==> src/rtl/lnf_pkg.sv <==
package lnf_pkg;
  localparam int DATA_W = 32;
  localparam int BYTE_W = 8;
  localparam int WORD_W = 16;
  localparam int OP_W   = 3;
  localparam int FLAG_W = 4;
  localparam int FLAG_N = 3;
  localparam int FLAG_Z = 2;
  localparam int FLAG_V = 1;
  localparam int FLAG_C = 0;

  typedef enum logic [OP_W-1:0] {
    OP_IDLE  = 3'b000,
    OP_AND   = 3'b001,
    OP_OR    = 3'b010,
    OP_XOR   = 3'b011,
    OP_NEGB  = 3'b100,
    OP_NEGW  = 3'b101,
    OP_RSV6  = 3'b110,
    OP_RSV7  = 3'b111
  } opCodeT;

  typedef enum logic [1:0] {
    FN_AND = 2'd0,
    FN_OR  = 2'd1,
    FN_XOR = 2'd2
  } logicFnT;

  typedef struct packed {
    logic    load;
    logic    doLogic;
    logic    doNeg;
    logic    negWord;
    logicFnT logicFn;
  } ctrlStrobesT;
endpackage

==> src/rtl/lnf_ctrl.sv <==
module lnf_ctrl
  import lnf_pkg::*;
(
  input  logic [OP_W-1:0] opSel,
  output ctrlStrobesT     strobes
);
  always_comb begin
    strobes = '{load: 1'b0, doLogic: 1'b0, doNeg: 1'b0, negWord: 1'b0, logicFn: FN_AND};
    case (opCodeT'(opSel))
      OP_AND: begin strobes.load = 1'b1; strobes.doLogic = 1'b1; strobes.logicFn = FN_AND; end
      OP_OR:  begin strobes.load = 1'b1; strobes.doLogic = 1'b1; strobes.logicFn = FN_OR;  end
      OP_XOR: begin strobes.load = 1'b1; strobes.doLogic = 1'b1; strobes.logicFn = FN_XOR; end
      OP_NEGB: begin strobes.load = 1'b1; strobes.doNeg = 1'b1; end
      OP_NEGW: begin strobes.load = 1'b1; strobes.doNeg = 1'b1; strobes.negWord = 1'b1; end
      default: ;
    endcase
  end

  // idle and reserved codes never raise any strobe
  always_comb begin
    if (opSel == 3'b000 || opSel[2:1] == 2'b11)
      a_idle_no_load_r9: assert (!strobes.load && !strobes.doLogic && !strobes.doNeg);
  end
endmodule

==> src/rtl/lnf_datapath.sv <==
module lnf_datapath
  import lnf_pkg::*;
(
  input  logic              clk,
  input  logic              rstN,
  input  ctrlStrobesT       strobes,
  input  logic [DATA_W-1:0] accIn,
  input  logic [DATA_W-1:0] operandIn,
  input  logic [FLAG_W-1:0] flagsIn,
  output logic [DATA_W-1:0] resultQ,
  output logic [FLAG_W-1:0] flagsQ,
  output logic              validQ
);
  localparam logic [BYTE_W-1:0] BYTE_MIN = {1'b1, {(BYTE_W-1){1'b0}}};
  localparam logic [WORD_W-1:0] WORD_MIN = {1'b1, {(WORD_W-1){1'b0}}};

  logic [DATA_W-1:0] logicRes;
  logic [BYTE_W-1:0] negByte;
  logic [WORD_W-1:0] negWordRes;
  logic [DATA_W-1:0] resultD;
  logic [FLAG_W-1:0] flagsD;
  logic              negOpNonZero;
  logic              negOpMin;

  always_comb begin
    case (strobes.logicFn)
      FN_OR:   logicRes = accIn | operandIn;
      FN_XOR:  logicRes = accIn ^ operandIn;
      default: logicRes = accIn & operandIn;
    endcase
  end

  assign negByte    = BYTE_W'(~operandIn[BYTE_W-1:0]) + BYTE_W'(1);
  assign negWordRes = WORD_W'(~operandIn[WORD_W-1:0]) + WORD_W'(1);

  always_comb begin
    if (strobes.negWord) begin
      negOpNonZero = |operandIn[WORD_W-1:0];
      negOpMin     = (operandIn[WORD_W-1:0] == WORD_MIN);
    end else begin
      negOpNonZero = |operandIn[BYTE_W-1:0];
      negOpMin     = (operandIn[BYTE_W-1:0] == BYTE_MIN);
    end
  end

  always_comb begin
    resultD = resultQ;
    flagsD  = flagsQ;
    if (strobes.doLogic) begin
      resultD        = logicRes;
      flagsD[FLAG_N] = logicRes[DATA_W-1];
      flagsD[FLAG_Z] = (logicRes == '0);
      flagsD[FLAG_V] = 1'b0;
      flagsD[FLAG_C] = flagsIn[FLAG_C];
    end else if (strobes.doNeg) begin
      if (strobes.negWord) begin
        resultD        = {{(DATA_W-WORD_W){1'b0}}, negWordRes};
        flagsD[FLAG_N] = negWordRes[WORD_W-1];
        flagsD[FLAG_Z] = (negWordRes == '0);
      end else begin
        resultD        = {{(DATA_W-BYTE_W){1'b0}}, negByte};
        flagsD[FLAG_N] = negByte[BYTE_W-1];
        flagsD[FLAG_Z] = (negByte == '0);
      end
      flagsD[FLAG_V] = negOpMin;
      flagsD[FLAG_C] = negOpNonZero;
    end
  end

  always_ff @(posedge clk) begin
    if (!rstN) begin
      resultQ <= '0;
      flagsQ  <= '0;
      validQ  <= 1'b0;
    end else begin
      resultQ <= resultD;
      flagsQ  <= flagsD;
      validQ  <= strobes.load;
    end
  end

  p_logic_v_clear_r2: assert property (@(posedge clk) disable iff (!rstN)
    strobes.doLogic |=> !flagsQ[FLAG_V]);

  p_logic_c_keep_r3: assert property (@(posedge clk) disable iff (!rstN)
    strobes.doLogic |=> flagsQ[FLAG_C] == $past(flagsIn[FLAG_C]));

  p_neg_zero_no_carry_r8: assert property (@(posedge clk) disable iff (!rstN)
    strobes.doNeg |=> (flagsQ[FLAG_Z] == !flagsQ[FLAG_C]));

  p_idle_hold_r9: assert property (@(posedge clk) disable iff (!rstN)
    !strobes.load |=> ($stable(resultQ) && $stable(flagsQ) && !validQ));

  p_valid_follows_r11: assert property (@(posedge clk) disable iff (!rstN)
    strobes.load |=> validQ);
endmodule

==> src/rtl/logic_neg_flag_unit.sv <==
module logic_neg_flag_unit
  import lnf_pkg::*;
(
  input  logic              clk,
  input  logic              rstN,
  input  logic [OP_W-1:0]   opSel,
  input  logic [DATA_W-1:0] accIn,
  input  logic [DATA_W-1:0] operandIn,
  input  logic [FLAG_W-1:0] flagsIn,
  output logic [DATA_W-1:0] resultOut,
  output logic [FLAG_W-1:0] flagsOut,
  output logic              validOut
);
  ctrlStrobesT strobes;

  lnf_ctrl ctrl_i (
    .opSel   (opSel),
    .strobes (strobes)
  );

  lnf_datapath dp_i (
    .clk       (clk),
    .rstN      (rstN),
    .strobes   (strobes),
    .accIn     (accIn),
    .operandIn (operandIn),
    .flagsIn   (flagsIn),
    .resultQ   (resultOut),
    .flagsQ    (flagsOut),
    .validQ    (validOut)
  );
endmodule

==> config.mk <==
export PLATFORM = sky130hd
export DESIGN_NAME = logic_neg_flag_unit
export DESIGN_NICKNAME = d
export VERILOG_FILES = /design/src/rtl/lnf_pkg.sv /design/src/rtl/lnf_ctrl.sv /design/src/rtl/lnf_datapath.sv /design/src/rtl/logic_neg_flag_unit.sv
export SDC_FILE = /design/constraint.sdc
export NUM_CORES = 1
export LEC_CHECK = 0
export ABC_AREA = 1
export CAP_MARGIN = 20
export CORE_MARGIN = 2
export CORE_UTILIZATION = 35
export CTS_BUF_LIST = sky130_fd_sc_hd__clkbuf_4
export CTS_CLUSTER_DIAMETER = 200
export DETAILED_ROUTE_END_ITERATION = 10
export DONT_BUFFER_PORTS = 1
export PLACE_DENSITY = 0.56
export SYNTH_ARGS = -nofsm -noshare
export SYNTH_HDL_FRONTEND = slang
export SYNTH_SLANG_ARGS = --single-unit
==> constraint.sdc <==
create_clock -name clk -period 3 [get_ports clk]
set_input_delay 0.3 -clock clk [delete_from_list [all_inputs] [get_ports clk]]
set_output_delay 0.3 -clock clk [all_outputs]
set_load 0.02 [all_outputs]
==> results.md, run 1 <==
* Slew HR at between 50 and 60%
* Largest family of logic cells by synthesized area: simple AND/OR/NAND/NOR gates
* Layout cells sized above 1 at 3.83%
* TritonCTS Buffers at 5
* Nature of the critical path endpoint: flip-flop
* GR Layer Usage met1 at between 20% and 30%
* DR iter-0 viols at 202
* Worst-Margin Slew at about 640 ps
* Cell taking the most area after synthesis: ha_1
* Drt pass-1 iters at 4
* Critical path class: in -> reg
* Hold buffers post-CTS at 0
* DIE AREA at 11,300 sq um
* Fin. Hold Viols at 0
* Gr usage total at between 10% and 20%
* Root Buffer: clkbuf_4
* H-tree levels at 2
* Leakage at a little over 2 nW
* Synth Area in XOR/XNOR at ~1.4%
* Finished layout cell area at 3900 sq um
* Hold Path Class: in -> reg
* Post-DRT Antenna Nets at 0
* Synth Area in Simple Gates at 32.9%
* Starting Density at about 36%
* EDFF count, synth at 0
* CP cell instances: inv_1, nand2_2, nand2_1, nor2_1, inv_1, nor2_1, buf_4, a32o_1
* Dpl hpwl at between 8 and 9 mm
* Flop2flop setup slack at between 2000 and 2500 ps
* Die Height at roughly 110 um
* Later-pin clock latency in the skew report at about 350 ps
* CP Data Arrival Time at 2010 ps
* Initial antenna violation count at 0
* Overall power at 1.27 mW
* Area of the multi-input gates at between 2000 and 2500 sq um
* Post-synth top cells: nand2_1 (162), inv_1 (110), ha_1 (66)
* Cell Count Post-Placement at about 700
* Ports at 110
* Fill count at roughly 1,100
* Synth area leaders: ha_1 (23%), dfxtp_1 (20%), nand2_1 (17%)
* Vias in the first global route at 3,327
* Layout Cells excl Fill at between 700 and 800
* Slew Limit Fails at 0
* Most Crowded Layer GR: met2
* Fin crit share at 56.9%
* Post-CTS setup buffer count at 0
* Synth Register Bits at 37
* CP peak stage delay at 470 ps
* Synth Warn # at 0
* Clk_skew at 0 ps
* Multiplexer area fraction after synthesis at 0%
* CTS clk-pin slew, worst paths at ~130 ps
* RSZ-0062 raised after global routing: false
* Placed Area at roughly 3800 sq um
* Detailed-route via count at 3,503
* Setup TNS at 0 ps
* Worst setup SP type: input port
* Met3 Track Usage GR at approximately 4.7%
* Compound-Gate Fraction of Synth Area at a little under a tenth
* Synth Instances at around 580
* Die width at between 100 and 150 um
* Most common cell in the netlist: nand2_1
* Post-CTS resize count at 0
* GRT overflow at 0
* Async SR Flop Fraction at 0%
* Post-Synth Adder-Cell Area at 22.5%
* Core box area at 10,200 sq um
* CP max FO at 16
* WL/cell at about 15 um
* Peak supply drop at between 0.15 and 0.2 mV
* DR DRC count at 0
* Hold_ws at between 40 and 50 ps
* Diodes inserted at 0
* Synth cell types at 27
* Slowest CP cell: nor2_1
* Vias per cell at roughly 4.9
* Outcome: complete, no violations
* Critical Path RT at 3300 ps
* Maximum clock frequency at 586 MHz
* Largest net degree at the start of global routing at 30
* Synth Cell Area at about 3700 sq um
* CTS tree: done
* Syn Nets at ~720
* Final number of setup-violating endpoints at 0
* Clk buf depth at 2
* Register area at ~740 sq um
* I/O Buffers at 0
* Routability Congestion at 0.835
* Avg Inst Size Synth at 6.36 sq um
* Met2 Use GR at roughly a third
* Final wirelength at ~10 mm
* Seq/Total Area, Yosys at around a fifth
* Final Critical Period at approximately 1700 ps
* Fin nets at between 700 and 800
* Clk sinks at 37
* Max cap viols at 0
* First-pass GRT wire length at approximately 16 mm
* Most used DFF post-synth: dfxtp_1
* Area Growth Syn to Fin at 6.24%
* Post-synth top area share at a little under a quarter
* Pwr dens at ~320 nW/um^2
* Row count at 37
logic make-up after synthesis:
kind of cell    count (synthesis)
compound gates                 47
xor+xnor                        6
fa+ha+maj                      66
buf+inv                       130
flops                          37
simple gates                  291
per-stage QoR:
stage	setup slack [ps]	util, %
after floorplan	1360	-
after global placement	955	37.3
after detailed placement	935	37.3
after CTS	1310	38.1
after global routing	1130	38.1
final	1290	38.1
critical path, delay by kind of cell:
family	cells	cell delay, ps
compound gates	1	150
simple gates	4	1080
buf+inv	3	480
cells in the final DEF (no fill, tap or decap), drive strengths merged, types with 5 or more instances in the layout:
cell and n:
a32o 13, a31oi 7, ha 66, xor2 6, buf 9, nand3 56, clkbuf 5, nand3b 6
nor2 60, dfxtp 37, nand2 163, o21ai 16, inv 111
where the power goes:
part | leakage (nW) | switching (mW) | internal (mW)
registers | 0.304 | 0.0680 | 0.526
logic | 1.69 | 0.194 | 0.114
clock network | 0.0456 | 0.187 | 0.177
total | 2.03 | 0.449 | 0.817
final cells by class:
type	instances	share of cell area, %
inverter	110	10.6
timing repair buffer	9	1.73
multi-input combinational	410	62.2
clock buffer	5	0.963
clock inverter	3	1.12
tap	136	4.37
sequential	37	19.0
sequential cells by signal (all words and copies together), names as in the netlist:
signal        flops
dp_i.flagsQ       4
dp_i.resultQ     32
dp_i.validQ       1
metal layers:
metal  share of wire (%)  routed length (um)
met4                0.86                  89
met2                  49                5040
met5                   0                   0
met1                  42                4310
met3                 8.5                 878
path summary, 6_finish.rpt:
check,from,cells after the start,end
setup reg to reg,dp_i.flagsQ[2]$_SDFFE_PN0P_,4,dp_i.flagsQ[2]$_SDFFE_PN0P_
hold / removal,rstN,2,dp_i.flagsQ[3]$_SDFFE_PN0P_
setup / recovery,opSel[2],8,dp_i.resultQ[22]$_SDFFE_PN0P_
hold reg to reg,dp_i.resultQ[2]$_SDFFE_PN0P_,2,dp_i.resultQ[2]$_SDFFE_PN0P_
No activity file was read; power rests on OpenSTA's default activity.
==> inputs of run 2 (changes only) <==
Settings changed: ABC_AREA 1 to 0.
Clock period 3 ns to 1.8 ns, I/O delays scaled along.
==> run 2 against run 1 <==
Net effect:
- setup slack got worse by 1300 ps
- power increased by 59%
- sequential share of layout area decreased by 0.85 points
- via count decreased by 2.6%
- critical path depth decreased by 2
- sequential cell count unchanged
- wire length increased by 0.66%
- clock skew unchanged
- sequential power increased by 63%
- first-iteration DRC count decreased by 2.5%
- largest cell class unchanged
==> results.md, run 2 <==
* Outcome: complete, no violations
* Layout cells sized above 1 at 11.5% (+7.7 points)
* RSZ-0062 raised after global routing: true
* DIE AREA at 11,200 sq um (-0.79%)
* Clk_skew at 0 ps (unchanged)
* Final number of setup-violating endpoints at 0 (unchanged)
* Synth Warn # at 0 (unchanged)
* Synth Register Bits at 37 (unchanged)
* Final Critical Period at 1800 ps
* Peak supply drop at 0.217 mV (+23%)
* Fin. Hold Viols at 0 (unchanged)
* Initial antenna violation count at 0 (unchanged)
* TritonCTS Buffers at 5 (unchanged)
* Cell Count Post-Placement at 636 (-9.4%)
* Clk sinks at 37 (unchanged)
* Cell taking the most area after synthesis: ha_1
* DR DRC count at 0 (unchanged)
* Die width at 106 um (-0.39%)
* Largest net degree at the start of global routing at 76 (+150%)
* Layout Cells excl Fill at 647 (-8.9%)
* Seq pwr share at 48.4% (+1.5 points)
* H-tree levels at 2 (unchanged)
* Diodes inserted at 0 (unchanged)
* Largest Register: dp_i.resultQ
* Synth cell types at 49 (+81%)
* Gr usage total at 18.9% (+0.68 points)
* CP Data Arrival Time at 2110 ps (+100 ps)
* Post-synth top cells: ha_1 (66), inv_1 (66), nand2_1 (53)
* Max FFs per register at 32 (unchanged)
* Avg Inst Size Synth at 7.35 sq um (+16%)
* Int Power at 1.29 mW (+58%)
* Seq/Total Area, Yosys at 20.4% (+0.17 points)
* Synth Cell Area at 3640 sq um (-0.82%)
* Ports at 110 (unchanged)
* Hold Path Class: in -> reg
* Async SR Flop Fraction at 0% (unchanged)
* GRT overflow at 0 (unchanged)
* Slew Limit Fails at 0 (unchanged)
* Nature of the critical path endpoint: flip-flop
* Post-DRT Antenna Nets at 0 (unchanged)
* Start of the worst register-to-register path: dp_i.resultQ[9]$_SDFFE_PN0P_
* CP max FO at 6 (-10)
* Vias in the first global route at 3,293 (-1.0%)
* Switching Fraction at 35.9% (+0.42 points)
* Flop2flop setup slack at 870 ps (-1250 ps)
* Max cap viols at 0 (unchanged)
* Dpl hpwl at 8.19 mm (+1.3%)
* Clk buf depth at 2 (unchanged)
* Vias per cell at 5.28 (+6.9%)
* Crit. Startpoint: operandIn[10]
* Leakage at 1.96 nW (-3.6%)
* Syn Nets at 634 (-11%)
* Worst R2R End: dp_i.resultQ[9]$_SDFFE_PN0P_
* Post-CTS setup buffer count at 0 (unchanged)
* Critical Path RT at 2110 ps (-1190 ps)
* Routability Congestion at 0.825 (-1.2%)
* Hold_ws at 31.4 ps (-12.1 ps)
* Synth area leaders: ha_1 (23%), dfxtp_1 (20%), inv_1 (6.8%)
* Area Growth Syn to Fin at 12.1%
* CTS tree: done
* I/O Buffers at 0 (unchanged)
* Core Util, Final at 39.9% (+1.8 points)
* Setup ws final at 4.32 ps (-1290 ps)
* Synth Instances at 495 (-14%)
* DR iter-0 viols at 197 (-2.5%)
* Combinational share of power at 29.0% (+4.7 points)
* Worst-Margin Slew at 569 ps (-70.0 ps)
* Slew HR at 61.6% (+4.3 points)
* Most used DFF post-synth: dfxtp_1
* WL/cell at 16.1 um (+10%)
* Pre-CTS setup slack at -375 ps (-1310 ps)
* Pwr dens at 492 nW/um^2 (+51%)
* Fin crit share at 99.8%
* Largest regs: dp_i.resultQ: 32 flops, dp_i.flagsQ: 4 flops, dp_i.validQ: 1 flops
* R2R cell count at 2 (-2)
* Critical path class: in -> reg
* Final wirelength at 10.4 mm (+0.66%)
* Starting Density at 35.6% (-0.29 points)
* Setup TNS at 0 ps (unchanged)
* Commonest non-fill, non-tap cells in the layout: inv_1 (66), ha_1 (66), nand2_1 (53)
* CTS clk-pin slew, worst paths at 140 ps (about the same)
* Crit path to: dp_i.flagsQ[2]$_SDFFE_PN0P_
* First-pass GRT wire length at 16.9 mm (+3.2%)
* Row count at 37 (unchanged)
* Clock share of power at 22.6% (-6.2 points)
* Psw at 0.721 mW (+60%)
* Drt pass-1 iters at 5 (+1)
* Maximum clock frequency at about 560 MHz
* Core box area at 10,200 sq um (unchanged)
* Root Buffer: clkbuf_4
* EDFF count, synth at 0 (unchanged)
* Post-synth top area share at 22.7% (+0.19 points)
* Detailed-route via count at 3,413 (-2.6%)
* Worst setup SP type: input port
* Fin nets at 649 (-8.8%)
* Later-pin clock latency in the skew report at 350 ps (about the same)
* Die Height at 106 um (-0.39%)
* Fill count at 1,050 (-4.4%)
## run 2: cell types whose count changed in the layout (fill, tap and decap cells not counted), moves of 7 or more
cell / previous run / this run
nand3_1: 56 / 11
buf_4: 9 / 33
o211a_1: 0 / 7
nor4_1: 0 / 8
o21ai_0: 16 / 33
inv_1: 110 / 66
a21oi_1: 2 / 42
nand2_1: 162 / 53
xnor2_1: 0 / 10
## run 2: repair_timing
action	4_1_cts	5_1_grt
setup endpoints to repair	0	1
gates resized for setup	0	1
hold endpoints to repair	31	1
hold buffers	1	1
## run 2: metal layers
| metal | vias to the layer above | track usage (%) | wire (um) |
|---|---|---|---|
| li1 | 1738 | - | - |
| met1 | 1543 | 24.7 | 4640 |
| met2 | 118 | 31.4 | 4680 |
| met3 | 14 | 4.78 | 886 |
| met4 | 0 | 4.23 | 189 |
| met5 | - | 0 | 0 |
## run 2: kinds of logic after synthesis
family	after synthesis	share of synthesized area [%]
multiplexers	6	1.69
AND/OR/NAND/NOR	153	19.5
flip-flops	37	20.4
buffers and inverters	95	9.80
XOR/XNOR	11	2.65
adder cells (fa/ha/maj)	66	22.7
AO/OA/AOI/OAI	127	23.3
## run 2: cell type report
type | count | area, sq um | share of cell area, %
Inverter | 66 | 248 | 6.07
Tap cell | 136 | 170 | 4.17
Clock buffer | 5 | 37.5 | 0.920
Clock inverter | 3 | 17.5 | 0.429
Timing Repair Buffer | 37 | 318 | 7.79
Sequential cell | 37 | 741 | 18.2
Multi-Input combinational cell | 363 | 2550 | 62.5
## run 2: power groups by stage
stage	Sequential (mW)	Combinational, mW	Clock [mW]
floorplan	0.976	0.429	0
global placement	0.990	0.549	0
detailed placement	0.991	0.562	0
CTS	0.972	0.583	0.469
global route	0.977	0.673	0.515
finish	0.971	0.582	0.454
## run 2: per-stage QoR
step | instance area (sq um) | power (mW)
after floorplan | 3640 | 1.41
after global placement | 3980 | 1.54
after detailed placement | 3980 | 1.55
after CTS | 4060 | 2.02
after global routing | 4080 | 2.16
final | 4080 | 2.01
## run 2: critical path: stages
cell and delay [ps]:
or4_4 510, or3_4 340, or3_4 390, o31a_1 300, o41ai_2 190, a32o_2 200
## run 2: how the worst min path moves through the flow
stage,slack (ps),end,from,depth (start not counted)
finish,30,dp_i.resultQ[14]$_SDFFE_PN0P_,rstN,2
global route,30,dp_i.resultQ[14]$_SDFFE_PN0P_,rstN,2
CTS,5,dp_i.resultQ[31]$_SDFFE_PN0P_,rstN,2
detailed placement,310,dp_i.flagsQ[3]$_SDFFE_PN0P_,rstN,1
global placement,310,dp_i.flagsQ[3]$_SDFFE_PN0P_,rstN,1
floorplan,420,dp_i.flagsQ[0]$_SDFFE_PN0P_,flagsIn[0],2
